--- src/rtl/ctr24_pkg.sv ---
package ctr24_pkg;

  typedef enum logic [1:0] {
    MODE_NORMAL    = 2'b00,
    MODE_RANGE     = 2'b01,
    MODE_NORECYCLE = 2'b10,
    MODE_MODULO    = 2'b11
  } countMode_e;

  typedef enum logic [2:0] {
    TGT_CMD   = 3'b000,
    TGT_MODE  = 3'b001,
    TGT_IO    = 3'b010,
    TGT_INDEX = 3'b011
  } ctrlTarget_e;

  // Strobes from the control decode to the datapath, valid for one cycle
  typedef struct packed {
    logic hold;      // control write this cycle: ignore count and index pulses
    logic wrPreset;  // store wrData into the preset byte at the pointer
    logic loadCnt;   // preset -> counter
    logic clrCnt;    // counter -> 0
    logic clrFlags;  // borrow and carry -> 0
    logic clrErr;    // error -> 0
    logic latchCnt;  // counter -> snapshot
  } dpStrobe_t;

  typedef struct packed {
    logic       cntEnable;
    logic       idxPresetEn;
    countMode_e mode;
  } dpConfig_t;

  localparam int ST_BORROW = 0;
  localparam int ST_CARRY  = 1;
  localparam int ST_ERROR  = 4;
  localparam int ST_DIRUP  = 5;

endpackage

--- src/rtl/ctr24_ctrl.sv ---
module ctr24_ctrl
  import ctr24_pkg::*;
#(
  parameter int CNT_BYTES = 3,
  parameter int PTR_W     = 2
) (
  input  logic             clk,
  input  logic             rstN,
  input  logic             ctrlWe,
  input  logic             dataWe,
  input  logic             dataRe,
  input  logic [7:0]       wrData,
  output dpStrobe_t        strobe,
  output dpConfig_t        cfg,
  output logic [PTR_W-1:0] bytePtr
);

  localparam logic [PTR_W-1:0] LAST_PTR = PTR_W'(CNT_BYTES - 1);

  ctrlTarget_e target;
  logic [4:0]  payload;
  logic        isCmd;
  logic        ptrReset;

  logic       ioEnableQ;
  logic       ioPresetNQ;
  logic       idxEnableQ;
  countMode_e modeQ;

  // Payload bits this block gives no function: mode bits 4:3 and 0,
  // I/O bits 4:2, index bits 4:1
  logic unusedPayload;

  assign target   = ctrlTarget_e'(wrData[7:5]);
  assign payload  = wrData[4:0];
  assign isCmd    = ctrlWe && (target == TGT_CMD);
  assign ptrReset = isCmd && payload[0];
  assign unusedPayload = ^{payload[4:3], payload[0]};

  always_comb begin
    strobe          = '0;
    strobe.hold     = ctrlWe;
    strobe.wrPreset = dataWe;
    strobe.loadCnt  = isCmd && payload[3];
    strobe.clrCnt   = isCmd && (payload[2:1] == 2'b01) && !payload[3];
    strobe.clrFlags = isCmd && (payload[2:1] == 2'b10);
    strobe.clrErr   = isCmd && (payload[2:1] == 2'b11);
    strobe.latchCnt = isCmd && payload[4];
  end

  always_ff @(posedge clk) begin
    if (!rstN) begin
      ioEnableQ  <= 1'b0;
      ioPresetNQ <= 1'b0;
      idxEnableQ <= 1'b0;
      modeQ      <= MODE_NORMAL;
    end else if (ctrlWe) begin
      case (target)
        TGT_MODE:  modeQ <= countMode_e'(payload[2:1]);
        TGT_IO: begin
          ioEnableQ  <= payload[0];
          ioPresetNQ <= payload[1];
        end
        TGT_INDEX: idxEnableQ <= payload[0];
        default: ;
      endcase
    end
  end

  always_ff @(posedge clk) begin
    if (!rstN) begin
      bytePtr <= '0;
    end else if (ptrReset) begin
      bytePtr <= '0;
    end else if (dataWe || dataRe) begin
      bytePtr <= (bytePtr == LAST_PTR) ? '0 : bytePtr + PTR_W'(1);
    end
  end

  assign cfg.cntEnable   = ioEnableQ;
  assign cfg.idxPresetEn = idxEnableQ && !ioPresetNQ;
  assign cfg.mode        = modeQ;

  AST_PTR_RESET: assert property (@(posedge clk) disable iff (!rstN)
    ptrReset |=> bytePtr == '0);

  AST_PTR_WRAP: assert property (@(posedge clk) disable iff (!rstN)
    (dataWe || dataRe) && !ctrlWe && bytePtr == LAST_PTR |=> bytePtr == '0);

  AST_PTR_STEP: assert property (@(posedge clk) disable iff (!rstN)
    (dataWe || dataRe) && !ctrlWe && bytePtr != LAST_PTR
      |=> bytePtr == $past(bytePtr) + PTR_W'(1));

  AST_CFG_STABLE: assert property (@(posedge clk) disable iff (!rstN)
    !ctrlWe |=> $stable(cfg));

endmodule

--- src/rtl/ctr24_dpath.sv ---
module ctr24_dpath
  import ctr24_pkg::*;
#(
  parameter int CNT_BYTES = 3,
  parameter int PTR_W     = 2,
  parameter int CNT_W     = 8 * CNT_BYTES
) (
  input  logic             clk,
  input  logic             rstN,
  input  dpStrobe_t        strobe,
  input  dpConfig_t        cfg,
  input  logic [PTR_W-1:0] bytePtr,
  input  logic [7:0]       wrData,
  input  logic             cntUp,
  input  logic             cntDn,
  input  logic             indexIn,
  input  logic             noiseIn,
  output logic [7:0]       rdData,
  output logic [7:0]       statusByte
);

  localparam logic [CNT_W-1:0] CNT_MAX = {CNT_W{1'b1}};

  logic [CNT_W-1:0] presetR;
  logic [CNT_W-1:0] cntR;
  logic [CNT_W-1:0] cntNext;
  logic [CNT_W-1:0] snapR;
  logic [CNT_W-1:0] upLimit;
  logic borrowR, carryR, errR, dirUpR, haltedR;
  logic idxLoad, upEv, dnEv;
  logic setCarry, setBorrow, haltSet;

  // Preset register, one lane per byte
  for (genvar g = 0; g < CNT_BYTES; g++) begin : gLane
    logic [7:0] laneQ;
    always_ff @(posedge clk) begin
      if (!rstN) begin
        laneQ <= '0;
      end else if (strobe.wrPreset && bytePtr == PTR_W'(g)) begin
        laneQ <= wrData;
      end
    end
    assign presetR[g*8 +: 8] = laneQ;
  end

  assign idxLoad = indexIn && cfg.idxPresetEn && !strobe.hold;
  assign upEv = cntUp && !cntDn && cfg.cntEnable && !strobe.hold && !haltedR && !idxLoad;
  assign dnEv = cntDn && !cntUp && cfg.cntEnable && !strobe.hold && !haltedR && !idxLoad;
  assign upLimit = (cfg.mode == MODE_RANGE || cfg.mode == MODE_MODULO) ? presetR : CNT_MAX;

  always_comb begin
    cntNext   = cntR;
    setCarry  = 1'b0;
    setBorrow = 1'b0;
    haltSet   = 1'b0;
    if (upEv) begin
      if (cntR == upLimit) begin
        setCarry = 1'b1;
        case (cfg.mode)
          MODE_RANGE:     cntNext = cntR;
          MODE_NORECYCLE: begin cntNext = '0; haltSet = 1'b1; end
          default:        cntNext = '0;
        endcase
      end else begin
        cntNext = cntR + CNT_W'(1);
      end
    end else if (dnEv) begin
      if (cntR == '0) begin
        setBorrow = 1'b1;
        case (cfg.mode)
          MODE_RANGE:     cntNext = cntR;
          MODE_MODULO:    cntNext = presetR;
          MODE_NORECYCLE: begin cntNext = CNT_MAX; haltSet = 1'b1; end
          default:        cntNext = CNT_MAX;
        endcase
      end else begin
        cntNext = cntR - CNT_W'(1);
      end
    end
  end

  always_ff @(posedge clk) begin
    if (!rstN) begin
      cntR    <= '0;
      haltedR <= 1'b0;
    end else if (strobe.loadCnt || idxLoad) begin
      cntR    <= presetR;
      haltedR <= 1'b0;
    end else if (strobe.clrCnt) begin
      cntR    <= '0;
      haltedR <= 1'b0;
    end else begin
      cntR    <= cntNext;
      haltedR <= haltedR || haltSet;
    end
  end

  always_ff @(posedge clk) begin
    if (!rstN) begin
      snapR <= '0;
    end else if (strobe.latchCnt) begin
      snapR <= cntR;
    end
  end

  always_ff @(posedge clk) begin
    if (!rstN) begin
      borrowR <= 1'b0;
      carryR  <= 1'b0;
      errR    <= 1'b0;
      dirUpR  <= 1'b0;
    end else begin
      borrowR <= strobe.clrFlags ? 1'b0 : (borrowR || setBorrow);
      carryR  <= strobe.clrFlags ? 1'b0 : (carryR || setCarry);
      errR    <= (errR && !strobe.clrErr) || noiseIn;
      if (upEv)      dirUpR <= 1'b1;
      else if (dnEv) dirUpR <= 1'b0;
    end
  end

  always_comb begin
    rdData = '0;
    for (int i = 0; i < CNT_BYTES; i++) begin
      if (bytePtr == PTR_W'(i)) rdData = snapR[i*8 +: 8];
    end
  end

  always_comb begin
    statusByte            = '0;
    statusByte[ST_BORROW] = borrowR;
    statusByte[ST_CARRY]  = carryR;
    statusByte[ST_ERROR]  = errR;
    statusByte[ST_DIRUP]  = dirUpR;
  end

  AST_LOAD_PRESET: assert property (@(posedge clk) disable iff (!rstN)
    strobe.loadCnt |=> cntR == $past(presetR));

  AST_NORMAL_CARRY: assert property (@(posedge clk) disable iff (!rstN)
    upEv && cfg.mode == MODE_NORMAL && cntR == CNT_MAX |=> cntR == '0 && carryR);

  AST_RANGE_HOLD: assert property (@(posedge clk) disable iff (!rstN)
    upEv && cfg.mode == MODE_RANGE && cntR == presetR |=> $stable(cntR) && carryR);

  AST_HALT_FREEZE: assert property (@(posedge clk) disable iff (!rstN)
    haltedR && !strobe.loadCnt && !strobe.clrCnt && !idxLoad |=> $stable(cntR));

  AST_MODULO_BORROW: assert property (@(posedge clk) disable iff (!rstN)
    dnEv && cfg.mode == MODE_MODULO && cntR == '0 |=> cntR == $past(presetR) && borrowR);

  AST_DISABLED_STILL: assert property (@(posedge clk) disable iff (!rstN)
    !cfg.cntEnable && !strobe.loadCnt && !strobe.clrCnt && !idxLoad |=> $stable(cntR));

  AST_ERR_STICKY: assert property (@(posedge clk) disable iff (!rstN)
    errR && !strobe.clrErr |=> errR);

  AST_CTRL_HOLD: assert property (@(posedge clk) disable iff (!rstN)
    strobe.hold && !strobe.loadCnt && !strobe.clrCnt |=> $stable(cntR));

endmodule

--- src/rtl/ctr24_channel.sv ---
module ctr24_channel
  import ctr24_pkg::*;
#(
  parameter int CNT_BYTES = 3
) (
  input  logic       clk,
  input  logic       rstN,
  input  logic       ctrlWe,
  input  logic       dataWe,
  input  logic       dataRe,
  input  logic [7:0] wrData,
  output logic [7:0] rdData,
  output logic [7:0] statusByte,
  input  logic       cntUp,
  input  logic       cntDn,
  input  logic       indexIn,
  input  logic       noiseIn
);

  localparam int PTR_W = (CNT_BYTES > 1) ? $clog2(CNT_BYTES) : 1;
  localparam int CNT_W = 8 * CNT_BYTES;

  dpStrobe_t        strobe;
  dpConfig_t        cfg;
  logic [PTR_W-1:0] bytePtr;

  ctr24_ctrl #(.CNT_BYTES(CNT_BYTES), .PTR_W(PTR_W)) uCtrl (
    .clk     (clk),
    .rstN    (rstN),
    .ctrlWe  (ctrlWe),
    .dataWe  (dataWe),
    .dataRe  (dataRe),
    .wrData  (wrData),
    .strobe  (strobe),
    .cfg     (cfg),
    .bytePtr (bytePtr)
  );

  ctr24_dpath #(.CNT_BYTES(CNT_BYTES), .PTR_W(PTR_W), .CNT_W(CNT_W)) uDpath (
    .clk        (clk),
    .rstN       (rstN),
    .strobe     (strobe),
    .cfg        (cfg),
    .bytePtr    (bytePtr),
    .wrData     (wrData),
    .cntUp      (cntUp),
    .cntDn      (cntDn),
    .indexIn    (indexIn),
    .noiseIn    (noiseIn),
    .rdData     (rdData),
    .statusByte (statusByte)
  );

endmodule

--- config.mk ---
export PLATFORM = sky130hd
export DESIGN_NAME = ctr24_channel
export DESIGN_NICKNAME = d
export VERILOG_FILES = /design/src/rtl/ctr24_pkg.sv /design/src/rtl/ctr24_ctrl.sv /design/src/rtl/ctr24_dpath.sv /design/src/rtl/ctr24_channel.sv
export SDC_FILE = /design/constraint.sdc
export NUM_CORES = 1
export LEC_CHECK = 0
export BUFFER_PORTS_ARGS = -buffer_cell sky130_fd_sc_hd__buf_2
export CORE_MARGIN = 3
export CORE_UTILIZATION = 47
export CTS_CLUSTER_SIZE = 8
export DETAILED_ROUTE_END_ITERATION = 8
export SETUP_SLACK_MARGIN = 0.15
export SLEW_MARGIN = 20
export SYNTH_ARGS = -nofsm -noshare
export SYNTH_HDL_FRONTEND = slang
export SYNTH_SLANG_ARGS = --single-unit
--- constraint.sdc ---
create_clock -name clk -period 3.9 [get_ports clk]
set_input_delay 0.585 -clock clk [delete_from_list [all_inputs] [get_ports clk]]
set_output_delay 0.585 -clock clk [all_outputs]
set_load 0.02 [all_outputs]
# [Yosys cells after proc, flatten, opt, wreduce, memory -nomap -nowiden]
# Index checks and enable logic that the tools add are counted.
[classes] n_reduce_logical=52 addsub=3 bitwise=1 n_eq_ne=14 muxes=25
[op_table] op="24-bit 2-to-1 mux" n=8
[op_table] op="24-bit one-hot mux with 2 select lines" n=1
[op_table] op="1-bit logical AND" n=25
[op_table] op="24-bit by 1-bit adder with 24-bit output, second input constant" n=1
[op_table] op="24-bit equality test" n=1
[op_table] op="24-bit zero test" n=1
[op_table] op="8-bit 2-to-1 mux" n=3
[op_table] op="24-bit by 1-bit subtractor with 24-bit output, second input constant" n=1
[op_table] op="1-bit 2-to-1 mux" n=12
[op_table] op="2-bit equality test, second input constant" n=5
[op_table] op="1-bit zero test" n=8
[op_table] op="1-bit logical OR" n=7
[op_table] op="2-bit by 1-bit equality test with 1-bit output, second input constant" n=3
[op_table] op="3-bit by 2-bit equality test with 1-bit output, second input constant" n=2
[op_table] op="2-bit AND reduction" n=3
[op_table] op="5-bit by 4-bit inequality test with 1-bit output, second input constant" n=1
[op_table] op="5-bit inequality test, second input constant" n=1
[op_table] op="4-bit nonzero test" n=1
[op_table] op="2-bit OR reduction" n=2
[op_table] op="3-bit by 1-bit equality test with 1-bit output, second input constant" n=1
[op_table] op="3-bit zero test" n=1
[op_table] op="3-bit AND reduction" n=1
[op_table] op="3-bit OR reduction" n=1
[op_table] op="2-bit by 1-bit adder with 2-bit output, second input constant" n=1
[op_table] op="other kinds (4)" n=4
[totals] regBits=84 output_inout_bits=16

# [Logic depth before layout (Yosys ltp)]
# Gate-level depths: netlist of the first run.
[logic_depth] word_depth=10 depth_mapped=12

# [Cells and area by module]
# A second synthesis of the first run with hierarchy kept.
[hier_totals] hier_cells=736 hier_area_um2=5761.8
[modules_own_cells] module="ctr24_dpath" cells_per_inst=696 n_inst=1 seq_area_each_um2=1541.5 area_per_inst_um2=5371.4
[modules_own_cells] module="ctr24_ctrl" cells_per_inst=40 n_inst=1 seq_area_each_um2=140.1 area_per_inst_um2=390.4

# [Least setup slack after synthesis of the first run]
# OpenSTA, ideal clock, no wires.
[synth_path] path_type="register to register" from="register uDpath.cntR[19]" to="register uDpath.cntR[2]" setup_ps=74 slack_ps=1311 arrival_time_ps=2515 n_path_buf=3 path_stages_with_launch=11 path_cell_list="dfxtp_1 > buf_2 > or4_4 > or4_4 > or3_4 > o21ai_2 > a31oi_1 > or2_1 > buf_2 > buf_6 > a31oi_1"
[synth_via] elab_chain_cells=6 word_cells_on_any_way=11
[synth_lines] element="start, declared" line_no="ctr24_dpath.sv:25" text="logic [CNT_W-1:0] cntR;"
[synth_lines] element="start signal, assigned" line_no="ctr24_dpath.sv:87" text="cntR <= presetR;"
[synth_lines] element="start signal, assigned" line_no="ctr24_dpath.sv:93" text="cntR <= cntNext;"
[synth_lines] element="24-bit zero test" line_no="ctr24_dpath.sv:68" text="if (cntR == '0) begin"
[synth_lines] element="24-bit 2-to-1 mux" line_no="ctr24_dpath.sv:68"
[synth_lines] element="24-bit 2-to-1 mux" line_no="ctr24_dpath.sv:67" text="end else if (dnEv) begin"
[synth_lines] element="24-bit 2-to-1 mux" line_no="ctr24_dpath.sv:56" text="if (upEv) begin"
[synth_lines] element="24-bit 2-to-1 mux" line_no="ctr24_dpath.sv:89" text="end else if (strobe.clrCnt) begin"
[synth_lines] element="24-bit 2-to-1 mux" line_no="ctr24_dpath.sv:86" text="end else if (strobe.loadCnt || idxLoad) begin"
# Several ways; a longest one is shown, not always the timed one. The select of a mux whose other input is x is not followed.
# A chain may end at the register's enable or synchronous reset.

# [Worst setup path in the final report of the first run]
[layout_path] from="register uCtrl.modeQ[0]" to="register uDpath.cntR[20]"
[layout_via] elab_chain_cells=8 word_cells_on_any_way=15
[layout_lines] element="start, declared" line_no="ctr24_ctrl.sv:28" text="countMode_e modeQ;"
[layout_lines] element="start signal, assigned" line_no="ctr24_ctrl.sv:59" text="TGT_MODE: modeQ <= countMode_e'(payload[2:1]);"
[layout_lines] element="2-bit by 1-bit equality test with 1-bit output or 2-bit equality test (tied branches)" line_no="ctr24_dpath.sv:49, ctr24_dpath.sv:59, ctr24_dpath.sv:70"
[layout_lines] element="1-bit logical OR" line_no="ctr24_dpath.sv:49" text="assign upLimit = (cfg.mode == MODE_RANGE || cfg.mode == MODE_MODULO) ? presetR : CNT_MAX;"
[layout_lines] element="24-bit 2-to-1 mux" line_no="ctr24_dpath.sv:49"
[layout_lines] element="24-bit equality test" line_no="ctr24_dpath.sv:57" text="if (cntR == upLimit) begin"
[layout_lines] element="24-bit 2-to-1 mux" line_no="ctr24_dpath.sv:57"
[layout_lines] element="24-bit 2-to-1 mux" line_no="ctr24_dpath.sv:56"
[layout_lines] element="24-bit 2-to-1 mux" line_no="ctr24_dpath.sv:89"
[layout_lines] element="24-bit 2-to-1 mux" line_no="ctr24_dpath.sv:86"
# Several ways; a longest one is shown, not always the timed one. The select of a mux whose other input is x is not followed.

==> results of run 1 <==
-- synth_stat cells, types with 8 or more instances --
cell | count | area, µm²
inv_1 | 9 | 33.78
o21ai_0 | 36 | 180.2
xnor2_1 | 22 | 192.7
nand4_1 | 20 | 125.1
o31ai_1 | 33 | 247.7
clkbuf_1 | 64 | 240.2
mux2i_1 | 34 | 340.3
nand3_1 | 13 | 65.06
nor2b_1 | 31 | 193.9
xor2_1 | 21 | 183.9
a21oi_1 | 26 | 130.1
nand2_1 | 126 | 473.0
a32oi_1 | 8 | 70.07
dfxtp_1 | 84 | 1682
nor4_1 | 14 | 87.58
a21boi_0 | 24 | 180.2
buf_4 | 8 | 60.06
nor2_1 | 42 | 157.7
nor3b_1 | 8 | 60.06
nor3_1 | 37 | 185.2
a31oi_1 | 24 | 150.1
o2111ai_1 | 11 | 96.34
-- registers in the layout, summed over array words and instances, names as in the netlist --
| register | cells |
|---|---|
| uDpath.errR | 1 |
| uCtrl.bytePtr | 2 |
| uCtrl.ioEnableQ | 1 |
| uDpath.carryR | 1 |
| uDpath.gLane.laneQ | 24 |
| uCtrl.modeQ | 2 |
| uDpath.haltedR | 1 |
| uDpath.cntR | 24 |
| uDpath.snapR | 24 |
| uDpath.dirUpR | 1 |
| uDpath.borrowR | 1 |
| uCtrl.idxEnableQ | 1 |
| uCtrl.ioPresetNQ | 1 |
-- logic make-up (layout without fill, tap and decap cells) --
family	Yosys count	in the layout	share of synthesized area (%)
AOI/OAI and AO/OA	189	189	21.61
xor gates and xnor gates	43	43	6.377
adders and majority gates	3	3	0.6357
buffers and inverters	92	71	6.674
DFF	84	84	28.47
muxes	34	34	5.763
other	1	4	0.06350
and+or+nand+nor	344	344	30.40
-- per-stage QoR --
step | worst slack (ns) | hold WS (ns) | cell area [µm²]
3_5_place_dp | 0.7756 | 0.4372 | 6056
5_1_grt | 0.4882 | 0.4803 | 6326
6_report | 0.7075 | 0.4512 | 6326
2_1_floorplan | 1.311 | 0.4259 | 5917
4_1_cts | 0.7530 | 0.4499 | 6326
3_3_place_gp | 0.8396 | 0.4486 | 6056
-- area by class of cell --
type,count,share of cell area [%]
clock buffer,13,4.114
clock inverter,2,0.1582
inverter,10,0.5934
multi-input combinational,617,60.88
sequential,84,26.58
tap,168,3.323
timing repair buffer,46,4.351
-- metal layers --
| layer | vias up | track usage [%] | part of all wire (%) |
|---|---|---|---|
| met1 | 2795 | 37.09 | 43 |
| met2 | 267 | 41.69 | 45 |
| met3 | 40 | 3.844 | 8.4 |
| met4 | 0 | 13.85 | 3.3 |
| li1 | 2811 | - | - |
| met5 | - | 0 | 0 |
-- critical path: cells and delay by family (launching register included) --
family / cells / cell delay, ns
AO/OA/AOI/OAI: 4 / 0.56
buffers and inverters: 1 / 0.41
flip-flops: 1 / 0.64
AND/OR/NAND/NOR: 3 / 1.42
-- worst min-delay path by stage --
stage	start	endpoint	slack, ns	depth (start not counted)
floorplan	uDpath.carryR$_SDFF_PP0_	uDpath.carryR$_SDFF_PP0_	0.43	2
global placement	uDpath.carryR$_SDFF_PP0_	uDpath.carryR$_SDFF_PP0_	0.45	2
detailed placement	uDpath.carryR$_SDFF_PP0_	uDpath.carryR$_SDFF_PP0_	0.44	2
CTS	uDpath.carryR$_SDFF_PP0_	uDpath.carryR$_SDFF_PP0_	0.45	2
global route	uDpath.snapR[10]$_SDFFE_PN0P_	uDpath.snapR[10]$_SDFFE_PN0P_	0.48	2
finish	uDpath.carryR$_SDFF_PP0_	uDpath.carryR$_SDFF_PP0_	0.45	2
-- power by group through the flow --
stage               registers, µW  logic [µW]  clock network, µW
floorplan                     928         487                  0
global placement              984         579                  0
detailed placement            985         587                  0
CTS                           966         589                811
global route                  976         655                848
finish                        970         595                794
==> impl_metrics.ini, run 1 <==
[cells_and_area]
final_common_cell = nand2_1
drive_above_1_share_pct = 9.715
fin_cells = 940
layout.nets = 788
seq_area_mm2 = 0.001682
diodes = 0
fin_util_pct = 52.02
multi_input_area_mm2 = 0.003851
layout_common_cells = 126 x nand2_1, 84 x dfxtp_1, 42 x nor2_1
area_delta_synth_final_pct = 7.119
num-fill-cells = 1221

[pwr]
power.internal_uw = 1604
switchingPower_uw = 755.1
p_comb_share_pct = 25.2
switching_share_pct = 32.00
p_clk_share_pct = 33.7
power_uw = 2359
ir_drop_mv = 0.2294
power_frac_seq_pct = 41.1
power.leakage_uw = 0.002358
power_per_cell_area_mw_per_mm2 = 372.9

[global_route]
grt_overflow = 0
grt_max_degree = 43
grt_pass1_vias = 5412
track_usage_pct = 27.16
grt_pass1_wl_um = 30150
antenna_found_initial = 0

[die]
rows = 40
dieArea_mm2 = 0.01395
initial_core_util_pct = 48.56
dieWidth_um = 118.1
die_h_um = 118.1
core_area_mm2 = 0.01216
boundaryPins = 33

[route]
antenna_left = 0
vias = 5913
drt_iter0_markers = 620
routed_via_density = 6.290
routed_wirelength_um = 18970
drc = 0
first_pass_iters = 5
routedWlPerCell_um = 20.18

[clock_tree]
h-tree-depth = 3
cts.sinks = 84
clockBufferDepth = 2
ctsResizeCount = 0
cts-root-buf = clkbuf_16
cts_tree = yes
insertion_delay_ns = 0.35
post_cts_buffers = 0
cts_buffers = 9
cts-hold-fix-buffers = 0
cts.reportedPaths.clkPinSlew_ns = 0.06

[critical_path]
slowest_stage = dfxtp_1
crit_path_max_fanout = 17
worstSetupPathType = reg2reg
startpoint = uCtrl.modeQ[0]$_SDFFE_PN0P_
r2r_slack_ns = 0.71
r2r_start = uCtrl.modeQ[0]$_SDFFE_PN0P_
crit_path_end = uDpath.cntR[20]$_SDFFE_PN0P_
cp-start-kind = flop
cp.required_ns = 4.08
cp_cell_sequence = or3b_2, o22ai_1, o32ai_1, nor4_1, nand4_1, buf_4, o2111ai_1, a31oi_1
max_stage_delay_ns = 0.64
r2r-end = uDpath.cntR[20]$_SDFFE_PN0P_
crit_path_end_kind = flop
arrival_ns = 3.38
ff2ff_path_depth = 8

[synth]
synth_warnings = 0
syn_avg_cell_area_um2 = 7.476
ys_seq_area_share_pct = 28.47
ys_ff_latch = 84
synth-edff-count = 0
ys_async_sr_fraction_pct = 0
synth_flop_cell = dfxtp_1
synth.distinct_cells = 62
netlist_area_mm2 = 0.005906
syn_inst = 790

[timing]
max_freq_mhz = 313.2
max_slew_margin_pct = 27.44
finalCritPeriodShare_pct = 81.86
final.min_clock_period_ns = 3.192
setup_viol = 0
rsz0062_at_grt = false
slew_viol_final = 0
finClkSkew_ns = 0.005276
hold_viol = 0
finalSetupTns_ns = 0
worst_pin_slew_ns = 1.088

[placed_design]
portBuffers = 28
dp_cells = 925
gp_congestion = 0.9384
dp_hpwl_um = 13000

[run_status]
outcome = completed

[hold_path]
hold_path_class = reg2reg

[job]
maxCapViolCount = 0
(Power assumes the default switching activity.)
==> inputs of run 2 (changes only) <==
- PLACE_DENSITY: not set -> 0.66
- clock period: 3.9 -> 2.8 ns (I/O delays scaled with it)
==> run 2 against run 1 <==
Effect of this change: die area did not move; worst setup slack got worse by 0.58 ns; cell count rose by 5.2%; design area rose by 8.6%; clock skew rose by 0.0019 ns; hold slack got worse by 0.16 ns; total power rose by 54%; wire length rose by 2.8%; clock power rose by 61%; combinational power rose by 78%; non-clock buffer count rose by 48; core utilization rose by 4.5 points; largest power group unchanged; highest routed layer unchanged.
==> impl_metrics.ini, run 2 (same netlist as run 1, synthesis figures left out) <==
[cells_and_area]
num-fill-cells = 1171
final_common_cell = nand2_1
area_delta_synth_final_pct = 16.38
top_regs = uDpath.cntR x24, uDpath.gLane.laneQ x24, uDpath.snapR x24
diodes = 0
layout_common_cells = 126 x nand2_1, 83 x dfxtp_1, 60 x buf_4
multi_input_area_mm2 = 0.003949
layout.nets = 836
final_area_mm2 = 0.006873
fin_cells = 989
drive_above_1_share_pct = 17.78
seq_area_mm2 = 0.001683

[critical_path]
startpoint = uDpath.cntR[16]$_SDFFE_PN0P_
max_stage_delay_ns = 0.55
crit_path_end = uDpath.cntR[9]$_SDFFE_PN0P_
worstSetupPathType = reg2reg
cp-start-kind = flop
ff2ff_path_depth = 9
cp.required_ns = 3.08
arrival_ns = 2.95
slowest_stage = or4_4
crit_path_max_fanout = 14
r2r-end = uDpath.cntR[9]$_SDFFE_PN0P_
r2r_slack_ns = 0.13
crit_path_end_kind = flop
cpMostUsedCell = or4_4
r2r_start = uDpath.cntR[16]$_SDFFE_PN0P_
cp_cell_sequence = or4_4, or4_4, nor3_2, buf_6, buf_4, nor2_1, o21ai_0, nand4_1, a31oi_2

[hold_path]
hold_path_class = in2reg
hp-start = noiseIn

[clock_tree]
clockBufferDepth = 2
h-tree-depth = 3
cts.sinks = 84
cts-root-buf = clkbuf_16
cts_buffers = 9
cts-hold-fix-buffers = 0
cts_tree = yes
cts.reportedPaths.clkPinSlew_ns = 0.07
insertion_delay_ns = 0.36

[die]
initial_core_util_pct = 48.56
die_h_um = 118.1
core_area_mm2 = 0.01216
boundaryPins = 33
dieWidth_um = 118.1
dieArea_mm2 = 0.01395
rows = 40

[route]
routed_wirelength_um = 19510
first_pass_iters = 6
routed_via_density = 6.266
routedWlPerCell_um = 19.72
antenna_left = 0
vias = 6197
drt_iter0_markers = 694
drc = 0

[placed_design]
portBuffers = 28
pre_cts_ws_ns = 0.08228
dpl_cell_area_mm2 = 0.006334
dp_cells = 962
dp_hpwl_um = 13790
gp_congestion = 0.8797

[timing]
finClkSkew_ns = 0.007131
fin_ws_ns = 0.1308
worst_pin_slew_ns = 0.8591
finalCritPeriodShare_pct = 95.33
slew_viol_final = 0
setup_viol = 0
finalSetupTns_ns = 0
max_slew_margin_pct = 42.59
final.min_clock_period_ns = 2.669
hold_viol = 0
max_freq_mhz = 374.6
rsz0062_at_grt = true

[pwr]
power.leakage_uw = 0.002630
ir_drop_mv = 0.3825
power_per_cell_area_mw_per_mm2 = 530.2

[global_route]
track_usage_pct = 26.94
grt.busiest_layer = met2
grt_overflow = 0
use_met1_pct = 36.55
antenna_found_initial = 0
use_met2_pct = 41.66
grt_use_met3_pct = 4.805
grt_pass1_wl_um = 30590
grt_max_degree = 35
grt_pass1_vias = 5748

[job]
maxCapViolCount = 0

[run_status]
outcome = completed
## run 2: cell count changes in the layout (fill, tap and decap cells not counted), moves of 4 or more
cell / previous run / this run
a31oi_2: 1 / 5
buf_4: 18 / 60
buf_6: 0 / 4
a31oi_1: 23 / 19
o31ai_1: 33 / 27
o31ai_2: 0 / 6
## run 2: metrics by stage
step           power, µW  util [%]  hold slack (ns)
4_1_cts             3521     54.69           0.2949
2_1_floorplan       1971         -           0.4259
3_5_place_dp        2257     52.08           0.4427
5_1_grt             3775     56.51           0.3434
3_3_place_gp        2248     52.08           0.4348
6_report            3644     56.51           0.2917
## run 2: metal layers
layer	vias up	wire, µm
met1	2898	8228
met2	337	9021
met4	0	655
li1	2912	-
met3	50	1599
met5	-	0
## run 2: how the worst min path moves through the flow
stage                                     endpoint  slack [ns]  cells past startpoint
after floorplan           uDpath.carryR$_SDFF_PP0_        0.43                      2
after global placement    uDpath.carryR$_SDFF_PP0_        0.43                      2
after detailed placement  uDpath.carryR$_SDFF_PP0_        0.44                      2
after CTS                   uDpath.errR$_SDFF_PN0_        0.29                      3
after global routing        uDpath.errR$_SDFF_PN0_        0.34                      3
final                       uDpath.errR$_SDFF_PN0_        0.29                      3
## run 2: final cells by class
cell class | count | area share [%]
Multi-Input combinational cell | 617 | 57.45
Sequential cell | 84 | 24.49
Timing Repair Buffer | 94 | 9.904
Clock buffer | 11 | 3.677
Tap cell | 168 | 3.058
Clock inverter | 5 | 0.8738
Inverter | 10 | 0.5461
## run 2: timing repair
action	4_1_cts	5_1_grt
gates cloned	0	2
buffers inserted	0	9
setup endpoints to repair	3	24
resized for setup	1	25
## run 2: worst max-delay path: cells and delay by family (launching register included)
kind | cells | cell delay, ns
compound gates | 2 | 0.49
simple gates | 5 | 1.39
flops | 1 | 0.31
buf+inv | 2 | 0.39
## run 2: report_power, final
part	leakage, µW	internal (µW)	switching (µW)	total, µW
sequential	0.000682	1230	73.7	1310
combinational	0.00180	466	590	1060
clock	0.000152	742	538	1280
total	0.00263	2440	1200	3640
